==> config.mk <==
export PLATFORM = sky130hd
export DESIGN_NAME = mdcr_top
export DESIGN_NICKNAME = d
export VERILOG_FILES = /design/src/rtl/mdcr_pkg.sv /design/src/rtl/mdcr_sync_edge.sv /design/src/rtl/mdcr_interval.sv /design/src/rtl/mdcr_ctrl.sv /design/src/rtl/mdcr_pulse.sv /design/src/rtl/mdcr_top.sv
export SDC_FILE = /design/constraint.sdc
export NUM_CORES = 1
export LEC_CHECK = 0
export BUFFER_PORTS_ARGS = -buffer_cell sky130_fd_sc_hd__buf_2
export CORE_ASPECT_RATIO = 2
export CORE_MARGIN = 2
export CORE_UTILIZATION = 51
export DETAILED_ROUTE_END_ITERATION = 7
export GPL_TIMING_DRIVEN = 0
export PLACE_DENSITY = 0.77
export SLEW_MARGIN = 0
export SYNTH_ARGS = -nofsm -noshare
export SYNTH_HDL_FRONTEND = slang
export SYNTH_SLANG_ARGS = --single-unit
==> constraint.sdc <==
create_clock -name clk -period 3.28 [get_ports clk]
set_input_delay 0.164 -clock clk [delete_from_list [all_inputs] [get_ports clk]]
set_output_delay 0.164 -clock clk [all_outputs]
set_load 0.02 [all_outputs]
==> src/rtl/mdcr_pkg.sv <==
package mdcr_pkg;
   typedef enum logic [1:0] {
      ST_CHECK  = 2'd0,
      ST_SEARCH = 2'd1,
      ST_ACTIVE = 2'd2
   } rx_state_e;

   typedef enum logic [1:0] {
      IV_NONE  = 2'd0,
      IV_SHORT = 2'd1,
      IV_LONG  = 2'd2,
      IV_BAD   = 2'd3
   } ival_e;
endpackage

==> src/rtl/mdcr_sync_edge.sv <==
module mdcr_sync_edge #(
   parameter int STAGES = 2
)(
   input  logic clk,
   input  logic rst_n,
   input  logic din,
   output logic lvl,
   output logic tgl
);
   if (STAGES < 2) begin : g_bad_stages
      $error("mdcr_sync_edge: STAGES must be at least 2");
   end

   logic [STAGES-1:0] chain;
   logic              lvl_d;

   always_ff @(posedge clk or negedge rst_n) begin
      if (!rst_n) begin
         chain <= '0;
         lvl_d <= 1'b0;
      end else begin
         chain <= {chain[STAGES-2:0], din};
         lvl_d <= chain[STAGES-1];
      end
   end

   assign lvl = chain[STAGES-1];
   assign tgl = lvl ^ lvl_d;

   // a reported transition means the synchronized level moved since last cycle
   p_tgl_moves_r1: assert property (@(posedge clk) disable iff (!rst_n)
      tgl |-> (lvl != $past(lvl)));
endmodule

==> src/rtl/mdcr_interval.sv <==
module mdcr_interval import mdcr_pkg::*; #(
   parameter int CNT_W = 8
)(
   input  logic             clk,
   input  logic             rst_n,
   input  logic             tgl,
   input  logic [CNT_W-1:0] t_lo,
   input  logic [CNT_W-1:0] t_hi,
   input  logic [CNT_W-1:0] t2_lo,
   input  logic [CNT_W-1:0] t2_hi,
   output ival_e            kind
);
   if (CNT_W < 4) begin : g_bad_cnt
      $error("mdcr_interval: CNT_W must be at least 4");
   end

   localparam logic [CNT_W-1:0] CNT_MAX = '1;

   logic [CNT_W-1:0] run;
   logic [CNT_W:0]   len;
   logic             in_short, in_long;

   always_ff @(posedge clk or negedge rst_n) begin
      if (!rst_n)              run <= '0;
      else if (tgl)            run <= '0;
      else if (run != CNT_MAX) run <= run + 1'b1;
   end

   assign len      = {1'b0, run} + 1'b1;
   assign in_short = (len >= {1'b0, t_lo})  && (len <= {1'b0, t_hi});
   assign in_long  = (len >= {1'b0, t2_lo}) && (len <= {1'b0, t2_hi});

   always_comb begin
      if (tgl) begin
         if (in_short)     kind = IV_SHORT;
         else if (in_long) kind = IV_LONG;
         else              kind = IV_BAD;
      end else if (run == t2_hi) begin
         kind = IV_BAD;
      end else begin
         kind = IV_NONE;
      end
   end

   // measurement restarts on each transition
   p_run_clear_r1: assert property (@(posedge clk) disable iff (!rst_n)
      tgl |=> (run == '0));
   // a quiet line holds the counter at its ceiling
   p_run_sat_r2: assert property (@(posedge clk) disable iff (!rst_n)
      (run == CNT_MAX && !tgl) |=> (run == CNT_MAX));
endmodule

==> src/rtl/mdcr_ctrl.sv <==
module mdcr_ctrl import mdcr_pkg::*; (
   input  logic      clk,
   input  logic      rst_n,
   input  ival_e     kind,
   input  logic      lvl,
   input  logic [1:0] chk_sel,
   input  logic      biphase,
   input  logic      force_rx,
   output rx_state_e state,
   output logic      fire,
   output logic      fire_data,
   output logic      kill
);
   localparam int BITS_PER_CODE = 3;
   localparam int HALVES        = 2;
   localparam int MAX_SHORTS    = HALVES * BITS_PER_CODE * 3;
   localparam int CHK_W         = $clog2(MAX_SHORTS + 1);

   logic [CHK_W-1:0] chk, chk_n, chk_need;
   logic             phase, phase_n, skip;
   rx_state_e        state_n, home;

   assign skip     = force_rx || (chk_sel == 2'd0);
   assign home     = skip ? ST_SEARCH : ST_CHECK;
   assign chk_need = CHK_W'(chk_sel) * CHK_W'(HALVES * BITS_PER_CODE);

   always_comb begin
      state_n   = state;
      chk_n     = chk;
      phase_n   = phase;
      fire      = 1'b0;
      fire_data = 1'b0;
      kill      = 1'b0;
      case (state)
         ST_CHECK: begin
            if (skip) begin
               state_n = ST_SEARCH;
               chk_n   = '0;
            end else if (kind == IV_SHORT) begin
               if ((chk + 1'b1) >= chk_need) begin
                  state_n = ST_SEARCH;
                  chk_n   = '0;
               end else begin
                  chk_n = chk + 1'b1;
               end
            end else if (kind != IV_NONE) begin
               chk_n = '0;
            end
         end
         ST_SEARCH: begin
            if (kind == IV_BAD) begin
               state_n = home;
               chk_n   = '0;
            end else if (kind == IV_LONG) begin
               state_n   = ST_ACTIVE;
               phase_n   = 1'b1;
               fire      = 1'b1;
               fire_data = biphase ? 1'b0 : lvl;
            end
         end
         ST_ACTIVE: begin
            if (kind == IV_BAD || (kind == IV_LONG && !phase)) begin
               state_n = home;
               chk_n   = '0;
               kill    = 1'b1;
            end else if (kind == IV_SHORT) begin
               phase_n = !phase;
               if (!phase) begin
                  fire      = 1'b1;
                  fire_data = biphase ? 1'b1 : lvl;
               end
            end else if (kind == IV_LONG) begin
               fire      = 1'b1;
               fire_data = biphase ? 1'b0 : lvl;
            end
         end
         default: begin
            state_n = ST_CHECK;
            chk_n   = '0;
         end
      endcase
   end

   always_ff @(posedge clk or negedge rst_n) begin
      if (!rst_n) begin
         state <= ST_CHECK;
         chk   <= '0;
         phase <= 1'b0;
      end else begin
         state <= state_n;
         chk   <= chk_n;
         phase <= phase_n;
      end
   end

   // a start bit found during search opens the clock-active phase
   p_start_r5: assert property (@(posedge clk) disable iff (!rst_n)
      (state == ST_SEARCH && kind == IV_LONG) |=> (state == ST_ACTIVE));
   // a timing error ends the clock-active phase
   p_leave_r9: assert property (@(posedge clk) disable iff (!rst_n)
      (state == ST_ACTIVE && kind == IV_BAD) |=> (state != ST_ACTIVE));
   // long interval after an unstrobed transition ends the phase
   p_violation_r8: assert property (@(posedge clk) disable iff (!rst_n)
      (state == ST_ACTIVE && kind == IV_LONG && !phase) |=> (state != ST_ACTIVE));
   // bypass leaves bit check at once
   p_skip_r4: assert property (@(posedge clk) disable iff (!rst_n)
      (state == ST_CHECK && skip) |=> (state == ST_SEARCH));
endmodule

==> src/rtl/mdcr_pulse.sv <==
module mdcr_pulse #(
   parameter int DELAY   = 2,
   parameter int PULSE_W = 3
)(
   input  logic clk,
   input  logic rst_n,
   input  logic fire,
   input  logic fire_data,
   input  logic kill,
   output logic dclk,
   output logic dout
);
   if (PULSE_W < 1) begin : g_bad_pw
      $error("mdcr_pulse: PULSE_W must be at least 1");
   end
   if (DELAY < 0) begin : g_bad_dly
      $error("mdcr_pulse: DELAY must not be negative");
   end

   localparam int PW_W = $clog2(PULSE_W + 1);

   logic            d_fire, d_data;
   logic [PW_W-1:0] pw;
   logic            data_q;

   if (DELAY == 0) begin : g_direct
      assign d_fire = fire;
      assign d_data = fire_data;
   end else begin : g_pipe
      logic [DELAY-1:0] pf, pd;
      always_ff @(posedge clk or negedge rst_n) begin
         if (!rst_n) begin
            pf <= '0;
            pd <= '0;
         end else if (kill) begin
            pf <= '0;
            pd <= '0;
         end else begin
            pf <= (pf << 1) | DELAY'(fire);
            pd <= (pd << 1) | DELAY'(fire_data);
         end
      end
      assign d_fire = pf[DELAY-1];
      assign d_data = pd[DELAY-1];
   end

   always_ff @(posedge clk or negedge rst_n) begin
      if (!rst_n) begin
         pw     <= '0;
         data_q <= 1'b0;
      end else if (kill) begin
         pw <= '0;
      end else if (d_fire) begin
         pw     <= PW_W'(PULSE_W);
         data_q <= d_data;
      end else if (pw != '0) begin
         pw <= pw - 1'b1;
      end
   end

   assign dclk = (pw != '0);
   assign dout = data_q;

   // the strobe stops on the cycle after an error
   p_kill_stop_r9: assert property (@(posedge clk) disable iff (!rst_n)
      kill |=> !dclk);
   // a matured strobe request raises the strobe
   p_strobe_r6: assert property (@(posedge clk) disable iff (!rst_n)
      (d_fire && !kill) |=> dclk);
endmodule

==> src/rtl/mdcr_top.sv <==
module mdcr_top import mdcr_pkg::*; #(
   parameter int CNT_W       = 8,
   parameter int SYNC_STAGES = 2,
   parameter int DELAY       = 2,
   parameter int PULSE_W     = 3
)(
   input  logic             clk,
   input  logic             rst_n,
   input  logic             din,
   input  logic [CNT_W-1:0] t_lo,
   input  logic [CNT_W-1:0] t_hi,
   input  logic [CNT_W-1:0] t2_lo,
   input  logic [CNT_W-1:0] t2_hi,
   input  logic [1:0]       chk_sel,
   input  logic             biphase,
   input  logic             force_rx,
   input  logic             err_clr,
   output logic             dout,
   output logic             dclk,
   output logic [1:0]       rx_state,
   output logic             err_sticky
);
   logic      lvl, tgl, fire, fire_data, kill;
   ival_e     kind;
   rx_state_e state;

   mdcr_sync_edge #(.STAGES(SYNC_STAGES)) u_sync (
      .clk(clk), .rst_n(rst_n), .din(din), .lvl(lvl), .tgl(tgl));

   mdcr_interval #(.CNT_W(CNT_W)) u_ival (
      .clk(clk), .rst_n(rst_n), .tgl(tgl),
      .t_lo(t_lo), .t_hi(t_hi), .t2_lo(t2_lo), .t2_hi(t2_hi), .kind(kind));

   mdcr_ctrl u_ctrl (
      .clk(clk), .rst_n(rst_n), .kind(kind), .lvl(lvl), .chk_sel(chk_sel),
      .biphase(biphase), .force_rx(force_rx), .state(state),
      .fire(fire), .fire_data(fire_data), .kill(kill));

   mdcr_pulse #(.DELAY(DELAY), .PULSE_W(PULSE_W)) u_pulse (
      .clk(clk), .rst_n(rst_n), .fire(fire), .fire_data(fire_data),
      .kill(kill), .dclk(dclk), .dout(dout));

   always_ff @(posedge clk or negedge rst_n) begin
      if (!rst_n)       err_sticky <= 1'b0;
      else if (kill)    err_sticky <= 1'b1;
      else if (err_clr) err_sticky <= 1'b0;
   end

   assign rx_state = state;

   // no strobe outside the clock-active phase
   p_quiet_outside_r5: assert property (@(posedge clk) disable iff (!rst_n)
      (state != ST_ACTIVE) |-> !dclk);
   // the flag holds until cleared
   p_sticky_hold_r11: assert property (@(posedge clk) disable iff (!rst_n)
      (err_sticky && !err_clr) |=> err_sticky);
endmodule

Word-level counts from Yosys, hierarchy flattened. Cells that the tools add are included. W data, S select, Z words.

Register bits: 27. Input bits: 40.

Add/sub/neg operators: 4. $mul: 1. Magnitude comparators: 5. Equal/unequal tests: 17. Muxes and demuxes: 49. Bitwise operators: 4. Reductions and logical operators: 18.

Operators with widths (number): $mux W5 (6); $mux W2 (14); $mux W1 (22); $ge A9 B8 Y1 (2); $le A9 B8 Y1 (2); $mux W8 (2); $pmux W5 S3 (1); $reduce_bool A2 Y1 (5); $add A8 B1 Y9 const B (1); $ne A3 B1 Y1 const B (3); $add A8 B1 Y8 const B (1); $eq A8 B8 Y1 (1); $ne A2 B1 Y1 const B (4); $ne A8 B8 Y1 const B (1); $eq A2 B2 Y1 const B (3); $pmux W1 S2 (3); $pmux W2 S3 (1); $add A5 B1 Y5 const B (1); $ge A5 B5 Y1 (1); $reduce_and A5 Y1 (1); $eq A2 B1 Y1 const B (2); $logic_not A2 Y1 (2); $mul A2 B2 Y4 const B (1); $ne A2 B2 Y1 const B (2); 12 further kinds (16).

Logic depth before layout (Yosys ltp).
Depth in word-level cells: 13. Mapped depth: 16.

By module. From an unflattened synthesis, not the netlist that was laid out.

Cell total of the unflattened synthesis: 274. Area, all modules: 2432.3 um2.

By module, submodules not included: mdcr_interval (instances 1, cells each 158, area an instance 1267.5 um2, sequential area each 200.2 um2); mdcr_ctrl (instances 1, cells each 87, area an instance 750.7 um2, sequential area each 200.2 um2); mdcr_pulse (instances 1, cells each 22, area an instance 294.0 um2, sequential area each 175.2 um2); mdcr_sync_edge (instances 1, cells each 4, area an instance 83.8 um2, sequential area each 75.1 um2); mdcr_top (instances 1, cells each 3, area an instance 36.3 um2, sequential area each 25.0 um2).

Worst setup path before layout. Ideal clock, no wire load.

Path kind: register to register. Start: register u_ival.run[0]. End: register u_pulse.data_q (netlist: u_pulse.dout). Library setup time: 0.125 ns. Arrival: 3.312 ns. Data required time: 3.155 ns. Path slack: -0.157 ns. Stages on the path, launching flop included: 17. Path through: dfrtp_1 > ha_1 > and3_1 > buf_4 > and3_1 > xnor2_1 > inv_1 > ha_1 > a21o_1 > a221oi_1 > o21a_1 > and3b_1 > buf_6 > nor2_8 > o211ai_2 > nand2_1 > mux2_2.

Longest elaborated chain between the ends: 13. Elaborated cells between the ends (all ways): 20.

RTL lines: start: declaration (RTL line mdcr_interval.sv:19) `logic [CNT_W-1:0] run;`; start signal: assignment (RTL line mdcr_interval.sv:26) `else if (run != CNT_MAX) run <= run + 1'b1;`; $add A8 B1 Y9 (RTL line mdcr_interval.sv:29) `assign len = {1'b0, run} + 1'b1;`; $ge A9 B8 Y1 or $le A9 B8 Y1 (tied branches) (RTL line mdcr_interval.sv:31) `assign in_long = (len >= {1'b0, t2_lo}) && (len <= {1'b0, t2_hi});`; $logic_and A1 B1 Y1 (RTL line mdcr_interval.sv:31); $mux W1 (RTL line mdcr_interval.sv:36) `else if (in_long) kind = IV_LONG;`; $mux W2 (RTL line mdcr_interval.sv:35) `if (in_short) kind = IV_SHORT;`; $mux W2 (*) (RTL line mdcr_interval.sv:34) `if (tgl) begin`; $eq A2 B2 Y1 (RTL line mdcr_ctrl.sv:62) `if (kind == IV_BAD || (kind == IV_LONG && !phase)) begin`; $logic_and A1 B1 Y1 (RTL line mdcr_ctrl.sv:62); $logic_or A1 B1 Y1 (*) (RTL line mdcr_ctrl.sv:62); $mux W1 (*) (RTL line mdcr_ctrl.sv:62); $mux W1 (*) (RTL line mdcr_ctrl.sv:34) `case (state)`; $not A1 Y1 (no line) (*); $reduce_and A2 Y1 (no line) (*); end signal: assignment (RTL line mdcr_pulse.sv:55) `data_q <= d_data;`; end: declaration (RTL line mdcr_pulse.sv:24) `logic data_q;`.

Mark *: on every way between the ends. The rest lies on a longest branch, timed or not. A chain may end at the register's enable or synchronous reset.

Final worst setup path.
Start: register u_ival.run[1]. End: register u_ctrl.state[0].

Longest elaborated chain between the ends: 11. Elaborated cells between the ends (all ways): 23.

RTL lines: $add A8 B1 Y9 (RTL line mdcr_interval.sv:29); $ge A9 B8 Y1 or $le A9 B8 Y1 (tied branches) (RTL line mdcr_interval.sv:31); $logic_and A1 B1 Y1 (RTL line mdcr_interval.sv:31); $mux W1 (RTL line mdcr_interval.sv:36); $mux W2 (RTL line mdcr_interval.sv:35); $mux W2 (*) (RTL line mdcr_interval.sv:34); $eq A2 B2 Y1 (RTL line mdcr_ctrl.sv:54, mdcr_ctrl.sv:62); $logic_and A1 B1 Y1 (RTL line mdcr_ctrl.sv:62); $logic_or A1 B1 Y1 (RTL line mdcr_ctrl.sv:62); $ne A2 B1 Y1 (no line); $reduce_and A4 Y1 (no line); end signal: assignment (RTL line mdcr_ctrl.sv:90) `state <= state_n;`; end: declaration (RTL line mdcr_ctrl.sv:9) `output rx_state_e state,`.

Marked as above.

==> flow_summary.json <==
{
  "rows": 36,
  "share_comb_of_total_power_pct": 51.3,
  "layout_min_cycle_time_ps": 3318,
  "clkSinkCount": 27,
  "dp.cells": 377,
  "gr-total-overflow": 0,
  "design_area_um2": 3166,
  "final_common_cell": "inv_1",
  "fmax_ghz": 0.3014,
  "p_total_uw": 1232,
  "critPathLaunch": "u_ival.run[1]$_DFFE_PN0P_",
  "routed_via_density": 5.463,
  "holdPathEnd": "err_sticky$_DFFE_PN0P_",
  "synth_warnings": 0,
  "boundaryPins": 45,
  "synth_edf_count": 0,
  "synthArstFlopShare_pct": 100.0,
  "fin_crit_sh_pct": 101.1,
  "r2r_end": "u_ctrl.state[0]$_DFFE_PN0P_",
  "clock-skew-final_ps": 1.302,
  "rsz0062_at_grt": "true",
  "slowest_stage": "dfrtp_2",
  "violations": "negative setup slack",
  "synthesis.nets": 362,
  "hold_start": "err_clr",
  "drt.antenna.violating_nets": 0,
  "port_buffers": 44,
  "synthCells": 276,
  "die_area_um2": 5496,
  "power_density_nw_per_um2": 389.3,
  "max_slew_margin_pct": 60.80,
  "maxCapViolCount": 0,
  "layout.cells.non_filler": 397,
  "hold_slack_ps": 104.6,
  "crit_arrival_ps": 3480,
  "r2r_cells": 15,
  "p_leak_uw": 0.001771,
  "dr_wl_met3_um": 226,
  "grt_first_pass_wirelength_mm": 8.880,
  "rrSetupSlack_ps": -40,
  "wl_met2_mm": 2.746,
  "start_kind": "flip-flop",
  "timing_worst_setup_path_type": "flip-flop to flip-flop",
  "p_int_uw": 751.7,
  "nets": 427,
  "gp_congestion": 0.9196,
  "layout-drive-gt1-share_pct": 30.00,
  "via_count": 2169,
  "yosys.area.top_type": "dfrtp_1",
  "drt_iter0_drc": 29,
  "cp.buffers_inverters": 2,
  "grt_pass1_vias": 2133,
  "synth_area_per_cell_um2": 9.030,
  "switching_power_uw": 480.7,
  "die_y_um": 102.9,
  "worstPathRequired_ps": 3450,
  "worst_slack_ps": -37.67,
  "min_path_type": "input pin to flip-flop",
  "hpwl_mm": 3.955,
  "met1_length_mm": 2.384,
  "yosys-top-cells-area": "dfrtp_1, ha_1, inv_1",
  "dpl_cell_area_um2": 2868,
  "ys_seq_area_share_pct": 27.11,
  "grt_max_degree": 28,
  "finalWirelength_mm": 5.440,
  "endpoint_kind": "flip-flop",
  "die_w_um": 53.43,
  "antenna_found_initial": 0,
  "path_cells": "ha_4 -> and3_4 -> and3_4 -> xnor2_4 -> inv_4 -> ha_4 -> a21o_1 -> a221oi_2 -> o21a_1 -> and3b_1 -> buf_6 -> nor2_8 -> o21a_4 -> o221ai_4 -> mux2_4",
  "slew_violations": 0,
  "crit_cells": 15,
  "reg2reg_from": "u_ival.run[1]$_DFFE_PN0P_",
  "track_usage_pct": 21.01,
  "place_ws_ps": -293.6,
  "cp_top_family": "compound AO/OA/AOI/OAI gates",
  "syn_area_um2": 2492,
  "start_util_pct": 52.20,
  "cts_tree": "built",
  "final_cell_mix": "inv_1, buf_2, ha_1, dfrtp_1",
  "peakVddDrop_mv": 0.7315,
  "wl_per_cell_um": 13.70,
  "hold_viol_final": 0,
  "setup_viol": 1,
  "htreeDepth": 1,
  "status": "complete, but fails checks",
  "cts_buffers": 3,
  "area_growth_pct": 27.01,
  "swShare_pct": 39.01,
  "insertedDiodeCount": 0,
  "ys_ff_latch": 27,
  "synth.distinct_cells": 46,
  "insertion_delay_ps": 270,
  "pwr-share-clk_pct": 15.5,
  "ctsRootBufferMaster": "clkbuf_8",
  "synthFlopType": "dfrtp_1",
  "cts.path.max_buffers": 2,
  "crit_fanout": 5,
  "cpPeakStageDelay_ps": 450,
  "drtPass1Iterations": 4,
  "dr.max_layer_used": "met4",
  "worstMarginPinSlew_ps": 584.5,
  "pwr-share-seq_pct": 33.1,
  "drcViolationCount": 0,
  "synth_top_area_share_pct": 27.11,
  "clk_pin_slew_ps": 90,
  "holdPathStages": 2,
  "core_um2": 4775
}
synthesized netlist by cell type (6+ instances only):
cell type,instances
a21o_1,6
a21oi_1,16
and3_1,7
dfrtp_1,27
ha_1,46
inv_1,53
nand2_1,9
nand3_1,8
nor2_1,14
o21ai_0,11
xnor2_1,7
xor2_1,11
worst reg2reg max path, delay by kind of cell (launching register included):
| kind | cells | cell delay [ps] |
|---|---|---|
| AND/OR/NAND/NOR | 4 | 750 |
| multiplexers | 1 | 310 |
| AO/OA/AOI/OAI | 5 | 860 |
| buffers and inverters | 2 | 230 |
| adder cells (fa/ha/maj) | 2 | 420 |
| flip-flops | 1 | 450 |
| XOR/XNOR | 1 | 190 |
worst max path at each step:
| stage | end | slack (ps) |
|---|---|---|
| global placement | u_ctrl.state[0]$_DFFE_PN0P_ | -250 |
| detailed placement | u_ctrl.state[0]$_DFFE_PN0P_ | -290 |
| floorplan | u_ctrl.state[0]$_DFFE_PN0P_ | 20 |
| finish | u_ctrl.state[0]$_DFFE_PN0P_ | -40 |
| global route | u_ctrl.state[0]$_DFFE_PN0P_ | -180 |
| CTS | u_ctrl.state[0]$_DFFE_PN0P_ | -120 |
cell type report:
| type | count | area [um2] |
|---|---|---|
| multi-input cells | 194 | 1798 |
| inverters | 53 | 201.4 |
| well taps | 57 | 71.32 |
| repair buffers | 61 | 356.6 |
| fillers | 387 | 1609 |
| clock inverters | 1 | 7.507 |
| flip-flops and latches | 27 | 678.2 |
| clock buffers | 3 | 41.29 |
| plain buffers | 1 | 11.26 |
metal layers:
metal	GRT usage, %	up-vias
met5	0	-
met1	27.22	1021
met3	3.188	10
met2	35.61	56
li1	-	1082
met4	5.523	0
cell families after synthesis:
kind of cell    after synthesis  synth area share, %
compound gates               56                15.46
xor+xnor                     19                6.978
fa+ha+maj                    46                23.09
buf+inv                      55                8.735
flops                        27                27.11
mux                           8                3.564
simple gates                 65                15.06
flip-flops by register name, summed over array words and instances (netlist names):
| signal | flops |
|---|---|
| err_sticky | 1 |
| u_ctrl.chk | 5 |
| u_ctrl.phase | 1 |
| u_ctrl.state | 2 |
| u_ival.run | 8 |
| u_pulse.dout | 1 |
| u_pulse.g_pipe.pd | 2 |
| u_pulse.g_pipe.pf | 2 |
| u_pulse.pw | 2 |
| u_sync.chain | 2 |
| u_sync.lvl_d | 1 |
power by group through the flow:
stage / logic, uW / clock network, uW / registers (uW)
after detailed placement: 561 / 0 / 417
after global placement: 537 / 0 / 414
after CTS: 606 / 196 / 407
final: 633 / 192 / 408
after floorplan: 400 / 0 / 431
after global routing: 702 / 211 / 415
metrics by stage:
stage,util (%),setup TNS [ps]
detailed placement,60.06,-1992
global route,66.30,-1049
CTS,64.15,-206.4
floorplan,-,0
finish,66.30,-37.67
global placement,60.06,-1358
what timing repair did:
item	4_1_cts	5_1_grt
pin swaps	11	15
hold buffers	2	0
buffers inserted	12	3
resized for setup	8	17
endpoints found under the hold margin	28	0
setup endpoints to repair	16	13
Note: power is estimated with default switching activity, not from simulation.
